File: src/rtl/acc_regop_pkg.sv
package acc_regop_pkg;

   localparam int REGOP_FIELD_W = 12;

   // One flag per field bit, most significant first (bit 11 .. bit 0).
   typedef struct packed {
      logic clr_ac;    // bit 11
      logic clr_e;     // bit 10
      logic cmp_ac;    // bit 9
      logic cmp_e;     // bit 8
      logic rot_r;     // bit 7
      logic rot_l;     // bit 6
      logic inc_ac;    // bit 5
      logic skp_pos;   // bit 4
      logic skp_neg;   // bit 3
      logic skp_zero;  // bit 2
      logic skp_ez;    // bit 1
      logic stop;      // bit 0
   } regop_sel_t;

endpackage

File: src/rtl/regop_decode.sv
module regop_decode
   import acc_regop_pkg::*;
#(
   parameter int FIELD_W       = REGOP_FIELD_W,
   parameter bit STRICT_ONEHOT = 1'b1
) (
   input  logic [FIELD_W-1:0] field,
   output regop_sel_t         sel,
   output logic               legal
);

   generate
      if (FIELD_W != $bits(regop_sel_t)) begin : g_bad_width
         $error("regop_decode: FIELD_W must equal the selector width");
      end

      if (STRICT_ONEHOT) begin : g_strict
         always_comb begin
            legal = $onehot(field);
            sel   = legal ? regop_sel_t'(field) : '0;
         end
      end else begin : g_priority
         logic [FIELD_W-1:0] pick;
         always_comb begin
            pick = '0;
            for (int i = 0; i < FIELD_W; i++) begin
               if (field[i]) pick = FIELD_W'(1) << i;
            end
            legal = |field;
            sel   = regop_sel_t'(pick);
         end
      end
   endgenerate

endmodule

File: src/rtl/acc_datapath.sv
module acc_datapath
   import acc_regop_pkg::*;
#(
   parameter int AC_W = 16
) (
   input  regop_sel_t      sel,
   input  logic [AC_W-1:0] ac,
   input  logic            e,
   output logic [AC_W-1:0] ac_nxt,
   output logic            e_nxt
);

   localparam int RING_W = AC_W + 1;

   generate
      if (AC_W < 2) begin : g_bad_width
         $error("acc_datapath: AC_W must be at least 2");
      end
   endgenerate

   logic [RING_W-1:0] ring;
   logic [RING_W-1:0] ring_r;
   logic [RING_W-1:0] ring_l;

   always_comb begin
      ring   = {e, ac};
      ring_r = {ring[0], ring[RING_W-1:1]};
      ring_l = {ring[RING_W-2:0], ring[RING_W-1]};
   end

   always_comb begin
      ac_nxt = ac;
      e_nxt  = e;
      if (sel.clr_ac) begin
         ac_nxt = '0;
      end else if (sel.clr_e) begin
         e_nxt = 1'b0;
      end else if (sel.cmp_ac) begin
         ac_nxt = ~ac;
      end else if (sel.cmp_e) begin
         e_nxt = ~e;
      end else if (sel.rot_r) begin
         {e_nxt, ac_nxt} = ring_r;
      end else if (sel.rot_l) begin
         {e_nxt, ac_nxt} = ring_l;
      end else if (sel.inc_ac) begin
         ac_nxt = ac + AC_W'(1);
      end
   end

endmodule

File: src/rtl/skip_eval.sv
module skip_eval
   import acc_regop_pkg::*;
#(
   parameter int AC_W = 16
) (
   input  regop_sel_t      sel,
   input  logic [AC_W-1:0] ac,
   input  logic            e,
   output logic            skip_req
);

   localparam int SIGN_BIT = AC_W - 1;

   logic [3:0] hits;

   always_comb begin
      hits[0]  = sel.skp_pos  & ~ac[SIGN_BIT];
      hits[1]  = sel.skp_neg  &  ac[SIGN_BIT];
      hits[2]  = sel.skp_zero & (ac == '0);
      hits[3]  = sel.skp_ez   & ~e;
      skip_req = |hits;
   end

endmodule

File: src/rtl/acc_regop_unit.sv
module acc_regop_unit
   import acc_regop_pkg::*;
#(
   parameter int AC_W          = 16,
   parameter int FIELD_W       = REGOP_FIELD_W,
   parameter bit STRICT_ONEHOT = 1'b1
) (
   input  logic               clk,
   input  logic               rst_n,
   input  logic               start,
   input  logic [FIELD_W-1:0] op_field,
   input  logic [AC_W-1:0]    ac_in,
   input  logic               e_in,
   output logic [AC_W-1:0]    ac_out,
   output logic               e_out,
   output logic               skip,
   output logic               halt
);

   localparam int MSB = AC_W - 1;

   regop_sel_t      sel;
   logic            legal;
   logic [AC_W-1:0] ac_nxt;
   logic            e_nxt;
   logic            skip_nxt;

   regop_decode #(
      .FIELD_W       (FIELD_W),
      .STRICT_ONEHOT (STRICT_ONEHOT)
   ) i_decode (
      .field (op_field),
      .sel   (sel),
      .legal (legal)
   );

   acc_datapath #(.AC_W(AC_W)) i_datapath (
      .sel    (sel),
      .ac     (ac_in),
      .e      (e_in),
      .ac_nxt (ac_nxt),
      .e_nxt  (e_nxt)
   );

   skip_eval #(.AC_W(AC_W)) i_skip (
      .sel      (sel),
      .ac       (ac_in),
      .e        (e_in),
      .skip_req (skip_nxt)
   );

   always_ff @(posedge clk or negedge rst_n) begin
      if (!rst_n) begin
         ac_out <= '0;
         e_out  <= 1'b0;
         skip   <= 1'b0;
         halt   <= 1'b0;
      end else begin
         skip <= start & skip_nxt;
         if (start) begin
            ac_out <= ac_nxt;
            e_out  <= e_nxt;
            if (legal && sel.stop) halt <= 1'b1;
         end
      end
   end

   AST_HOLD_IDLE: assert property (@(posedge clk) disable iff (!rst_n)
      !start |=> (ac_out == $past(ac_out)) && (e_out == $past(e_out)) && !skip);

   AST_CLEAR_AC: assert property (@(posedge clk) disable iff (!rst_n)
      (start && op_field == FIELD_W'(12'h800)) |=> (ac_out == '0) && (e_out == $past(e_in)));

   AST_ROT_RIGHT: assert property (@(posedge clk) disable iff (!rst_n)
      (start && op_field == FIELD_W'(12'h080))
      |=> (e_out == $past(ac_in[0])) && (ac_out[MSB] == $past(e_in)));

   AST_ROT_LEFT: assert property (@(posedge clk) disable iff (!rst_n)
      (start && op_field == FIELD_W'(12'h040))
      |=> (e_out == $past(ac_in[MSB])) && (ac_out[0] == $past(e_in)));

   AST_INC_KEEPS_E: assert property (@(posedge clk) disable iff (!rst_n)
      (start && op_field == FIELD_W'(12'h020)) |=> (e_out == $past(e_in)));

   AST_HALT_STICKY: assert property (@(posedge clk) disable iff (!rst_n)
      halt |=> halt);

   AST_ILLEGAL_INERT: assert property (@(posedge clk) disable iff (!rst_n)
      (start && $countones(op_field) != 1)
      |=> (ac_out == $past(ac_in)) && (e_out == $past(e_in)) && !skip
          && (halt == $past(halt)));

endmodule

File: config.mk
export PLATFORM = sky130hd
export DESIGN_NAME = acc_regop_unit
export DESIGN_NICKNAME = d
export VERILOG_FILES = /design/src/rtl/acc_regop_pkg.sv /design/src/rtl/regop_decode.sv /design/src/rtl/acc_datapath.sv /design/src/rtl/skip_eval.sv /design/src/rtl/acc_regop_unit.sv
export SDC_FILE = /design/constraint.sdc
export NUM_CORES = 1
export LEC_CHECK = 0
export BUFFER_PORTS_ARGS = -buffer_cell sky130_fd_sc_hd__buf_2
export CORE_MARGIN = 1.5
export CORE_UTILIZATION = 35
export CTS_CLUSTER_DIAMETER = 150
export DETAILED_ROUTE_END_ITERATION = 7
export PLACE_DENSITY = 0.63
export SLEW_MARGIN = 15
export SYNTH_ARGS = -nofsm -noshare
export SYNTH_HDL_FRONTEND = slang
export SYNTH_SLANG_ARGS = --single-unit
export TNS_END_PERCENT = 5
File: constraint.sdc
create_clock -name clk -period 2.9 [get_ports clk]
set_clock_uncertainty 0.05 [all_clocks]
set_input_delay 0.29 -clock clk [delete_from_list [all_inputs] [get_ports clk]]
set_output_delay 0.29 -clock clk [all_outputs]
set_load 0.01 [all_outputs]
Word-level counts from Yosys, hierarchy flattened
Index checks and enable logic that the tools add are counted.
{ "op_classes": {"n_bitwise": 8, "addsub": 12, "n_eq_ne": 1, "reduce_logical": 4, "mux": 14} }
{ "ops": {"columns": ["op", "count"], "rows": [
  ["16-bit two-way mux", 7],
  ["4-bit adder", 5],
  ["16-bit by 1-bit adder with 16-bit output (second input constant)", 1],
  ["16-bit logical NOT", 1],
  ["16-bit inverter", 1],
  ["1-bit by 1-bit adder with 2-bit output", 6],
  ["12-bit two-way mux", 1],
  ["1-bit two-way mux", 6],
  ["1-bit AND", 5],
  ["4-bit by 1-bit equality test with 1-bit output (second input constant)", 1],
  ["4-bit OR reduction", 1],
  ["1-bit inverter", 2],
  ["2-bit AND reduction", 1],
  ["1-bit logical AND", 1]
]} }
{ "totals": {"regBits": 19, "in_bits": 32, "word_cells": 43} }

Longest topological paths before layout
{ "logic_depth": {"word_depth": 13, "depth_mapped": 17, "depth_no_buf": 15} }

By module
A second synthesis with hierarchy kept.
{ "unflattened": {"cells_unflattened": 325, "hier_area_um2": 2562.5} }
{ "modules_own_cells": {"columns": ["module", "instances", "cells_each", "area_per_inst_um2", "seq_area_each_um2"], "rows": [
  ["acc_datapath", 1, 233, 1373.8, 0.0],
  ["acc_regop_unit", 1, 40, 744.5, 475.5],
  ["regop_decode", 1, 42, 376.6, 0.0],
  ["skip_eval", 1, 10, 67.6, 0.0]
]} }

Worst setup path after synthesis
No wires, ideal clock.
{ "synth_path": {"path_type": "input port to flip-flop", "startpoint": "input port op_field[10]", "endpoint": "register ac_out[14]", "t_arrival_ns": 4.014, "slack_ns": -1.288, "path_stages": 16, "setup_ns": 0.124, "n_path_buf": 1, "path_cell_list": "ha_1 inv_1 fa_1 fa_1 inv_1 fa_1 ha_1 inv_1 fa_1 xor2_1 and3_1 buf_2 o21ai_2 or4_1 a211o_1 o31a_1"} }
{ "synth_via": {"elab_chain_len": 12} }
{ "synth_lines": {"columns": ["item", "line_no", "text"], "rows": [
  ["start, declared", "acc_regop_unit.sv:11", "input logic [FIELD_W-1:0] op_field,"],
  ["1-bit by 1-bit adder with 2-bit output (not written as such)", "regop_decode.sv:19", "legal = $onehot(field);"],
  ["4-bit adder (not written as such) (2 in series)", "regop_decode.sv:19", null],
  ["4-bit by 1-bit equality test with 1-bit output", "regop_decode.sv:19", null],
  ["12-bit two-way mux (*)", "regop_decode.sv:20", "sel = legal ? regop_sel_t'(field) : '0;"],
  ["16-bit two-way mux", "acc_datapath.sv:46", "end else if (sel.inc_ac) begin"],
  ["16-bit two-way mux", "acc_datapath.sv:44", "end else if (sel.rot_l) begin"],
  ["16-bit two-way mux", "acc_datapath.sv:42", "end else if (sel.rot_r) begin"],
  ["16-bit two-way mux", "acc_datapath.sv:40", "end else if (sel.cmp_e) begin"],
  ["16-bit two-way mux", "acc_datapath.sv:38", "end else if (sel.cmp_ac) begin"],
  ["16-bit two-way mux", "acc_datapath.sv:36", "end else if (sel.clr_e) begin"],
  ["16-bit two-way mux (*)", "acc_datapath.sv:34", "if (sel.clr_ac) begin"],
  ["end signal, assigned", "acc_regop_unit.sv:61", "ac_out <= ac_nxt;"],
  ["end, declared", "acc_regop_unit.sv:14", "output logic [AC_W-1:0] ac_out,"]
]} }
Mark *: on every way between the ends. The rest lies on a longest branch, timed or not.
A chain may end at the register's enable or synchronous reset.

Worst setup path in the final report
Ends and elaborated chain as after synthesis.

==> impl_metrics.env <==
export IMPL_min_from="op_field[0]"
export IMPL_synth_common_cells="o21ai_0, nand2_1, clkbuf_1, inv_1, a21oi_1"
export IMPL_setup_ws_ns=-1.140
export IMPL_synth_most_common_cell="o21ai_0"
export IMPL_die_area_um2=8383
export IMPL_tns_ns=-17.76
export IMPL_crit_arrival_ns=4.16
export IMPL_slew_headroom_pct=63.59
export IMPL_placed_area_um2=3266
export IMPL_worst_path_most_repeated_cell="fa_1"
export IMPL_yosysUniqueCellTypes=69
export IMPL_cp_data_required_time_ns=3.02
export IMPL_synth_net_count=431
export IMPL_io_buffer_count=50
export IMPL_cts_root_buffer="clkbuf_8"
export IMPL_maxCapViolCount=0
export IMPL_die_w_um=91.56
export IMPL_antenna_found_initial=0
export IMPL_regToRegEndpoint="ac_out[14]$_DFFE_PN0P_"
export IMPL_multi_input_area_um2=2086
export IMPL_drcViolationCount=0
export IMPL_num_vias=3337
export IMPL_place_congestion=0.9237
export IMPL_crit_slowest_cell="fa_2"
export IMPL_status="finished with violations"
export IMPL_tightest_slew_ns=0.5324
export IMPL_synth_largest_area_cell="dfrtp_1"
export IMPL_worstRegToRegCells=3
export IMPL_busiest_layer="met2"
export IMPL_period_share_pct=139.3
export IMPL_die_y_um=91.56
export IMPL_cts_tree="done"
export IMPL_insertion_delay_ns=0.26
export IMPL_grt_remaining_overflow=0
export IMPL_ir_drop_mv=0.1926
export IMPL_cts_buffers=3
export IMPL_core_area_um2=7647
export IMPL_holdPathStages=3
export IMPL_hold_viol=0
export IMPL_wl_um=9989
export IMPL_register_area_um2=475.5
export IMPL_final_area_um2=3491
export IMPL_rrSetupSlack_ns=1.84
export IMPL_grt_usage_pct=23.83
export IMPL_row_count=32
export IMPL_final_net_count=490
export IMPL_synthCells=380
export IMPL_clk_path_buf_depth=2
export IMPL_max_freq_mhz=247.5
export IMPL_synth_area_leaders="dfrtp_1, o21ai_0, ha_1"
export IMPL_drt_iter0_markers=365
export IMPL_worstReg2RegStart="ac_out[14]$_DFFE_PN0P_"
export IMPL_grt_max_degree=31
export IMPL_clock_sinks=19
export IMPL_area_growth_syn_to_layout_pct=27.17
export IMPL_yosysWarnings=0
export IMPL_final_antenna_net_count=0
export IMPL_layout_drive_gt1_share_pct=29.00
export IMPL_viasPerCell=6.180
export IMPL_clk_transition_reported_paths_ns=0.09
export IMPL_hp_class="input port to register"
export IMPL_io_pins=51
export IMPL_synth_seq_area_share_pct=17.32
export IMPL_ys_flop_type="dfrtp_1"
export IMPL_synth_top_area_share_pct=17.32
export IMPL_dr_pass1_iters=5
export IMPL_synth_avg_cell_area_um2=7.224
export IMPL_syn_area_um2=2745
export IMPL_start_util_pct=35.90
export IMPL_cpPeakStageDelay_ns=0.52
export IMPL_worstSetupPathType="input port to register"
export IMPL_cp_max_fo=7
export IMPL_async_flop_share_pct=100.0
export IMPL_grt_setup_unrepaired="yes"
export IMPL_synth_edf_count=0
export IMPL_setup_viol=19
export IMPL_pre_cts_slack_ns=-1.501
export IMPL_crit_chain="buf_8, ha_4, inv_2, fa_1, fa_1, inv_1, fa_1, ha_2, inv_2, fa_2, and3_4, o21ai_4, or4_1, a211o_1, o31a_1"
export IMPL_min_to="halt$_DFFE_PN0P_"
export IMPL_fin_crit_ns=4.040
export IMPL_p_leak_nw=1.480
export IMPL_fin_hold_ws_ns=0.3142
export IMPL_violations="setup timing"
export IMPL_diodes=0
export IMPL_met2_usage_pct=37.69
export IMPL_pwr_density_cell_nw_per_um2=612.0
export IMPL_grt_pass1_wl_um=16130
export IMPL_ys_ff_latch=19
export IMPL_wl_per_cell_um=18.50
export IMPL_dp_hpwl_um=6995
export IMPL_fill_cells=745
export IMPL_slew_viol_final=0
export IMPL_use_met3_pct=4.439
export IMPL_htree_levels=1
export IMPL_use_met1_pct=32.16
export IMPL_end_kind="register"
export IMPL_grt_pass1_vias=3198
export IMPL_critPathLaunchType="input port"
==> critical path: cells and delay by family <==
kind,cells,cell delay (ns)
adder cells (fa/ha/maj),6,2.41
AND/OR/NAND/NOR,2,0.74
AO/OA/AOI/OAI,3,0.50
buffers and inverters,4,0.22
==> registers in the layout, indices dropped and copies added, names as in the netlist <==
| register | flops |
|---|---|
| ac_out | 16 |
| e_out | 1 |
| halt | 1 |
| skip | 1 |
==> per-stage QoR <==
stage	utilization (%)	power, mW	cells
floorplan	-	1.221	380
global placement	42.70	1.742	531
detailed placement	42.70	1.758	531
CTS	44.03	2.034	536
global route	45.65	2.288	540
finish	45.65	2.137	540
==> power breakdown <==
| part | internal (mW) | leakage (nW) | switching [mW] |
|---|---|---|---|
| Sequential | 0.370 | 0.233 | 0.0512 |
| Combinational | 0.725 | 1.22 | 0.782 |
| Clock | 0.0984 | 0.0228 | 0.110 |
==> logic make-up after synthesis <==
logic type / share of synthesized area [%]
AOI/OAI and AO/OA: 36.14
DFF: 17.32
and+or+nand+nor: 23.56
adders and majority gates: 10.57
muxes: 1.504
buffers and inverters: 10.57
xor gates and xnor gates: 0.3191
==> layer usage <==
| layer | share of wire, % | vias up | routed length (um) |
|---|---|---|---|
| met2 | 46 | 207 | 4577 |
| met3 | 9.2 | 26 | 921 |
| li1 | - | 1541 | - |
| met5 | 0 | - | 0 |
| met4 | 2.2 | 0 | 217 |
| met1 | 43 | 1563 | 4272 |
==> repair_timing <==
| item | CTS | global route |
|---|---|---|
| buffers inserted | 0 | 3 |
| resized for setup | 13 | 25 |
| hold buffers | 1 | 0 |
| cloned | 0 | 1 |
| hold endpoints to repair | 19 | 0 |
| setup endpoints to repair | 19 | 19 |
| pin swaps | 7 | 12 |
==> worst max path at each step <==
stage	from	end	slack [ns]	cells after the start
finish	op_field[10]	ac_out[14]$_DFFE_PN0P_	-1.14	15
global route	op_field[10]	ac_out[14]$_DFFE_PN0P_	-1.19	15
CTS	op_field[6]	ac_out[14]$_DFFE_PN0P_	-1.15	16
detailed placement	op_field[6]	ac_out[14]$_DFFE_PN0P_	-1.50	16
global placement	op_field[6]	ac_out[4]$_DFFE_PN0P_	-1.45	17
floorplan	op_field[6]	ac_out[14]$_DFFE_PN0P_	-1.24	16
==> cells in the final DEF, fill, tap and decap left out, types with 6 or more instances in the layout <==
cell type	instances
a21oi_1	24
a31oi_1	9
buf_2	47
buf_4	39
buf_6	7
dfrtp_1	19
fa_1	6
ha_1	8
inv_1	25
nand2_1	32
nand3_1	13
nor2_1	22
nor3_1	8
o2111ai_1	6
o211ai_1	10
o21ai_0	31
o21ai_1	6
==> cell type report <==
type / count / area share [%]
inverter: 28 / 3.011
tap: 102 / 3.656
clock buffer: 4 / 1.290
multi-input combinational: 291 / 59.75
timing repair buffer: 96 / 18.67
sequential: 19 / 13.62
Note: power is estimated with default switching activity, not from simulation.
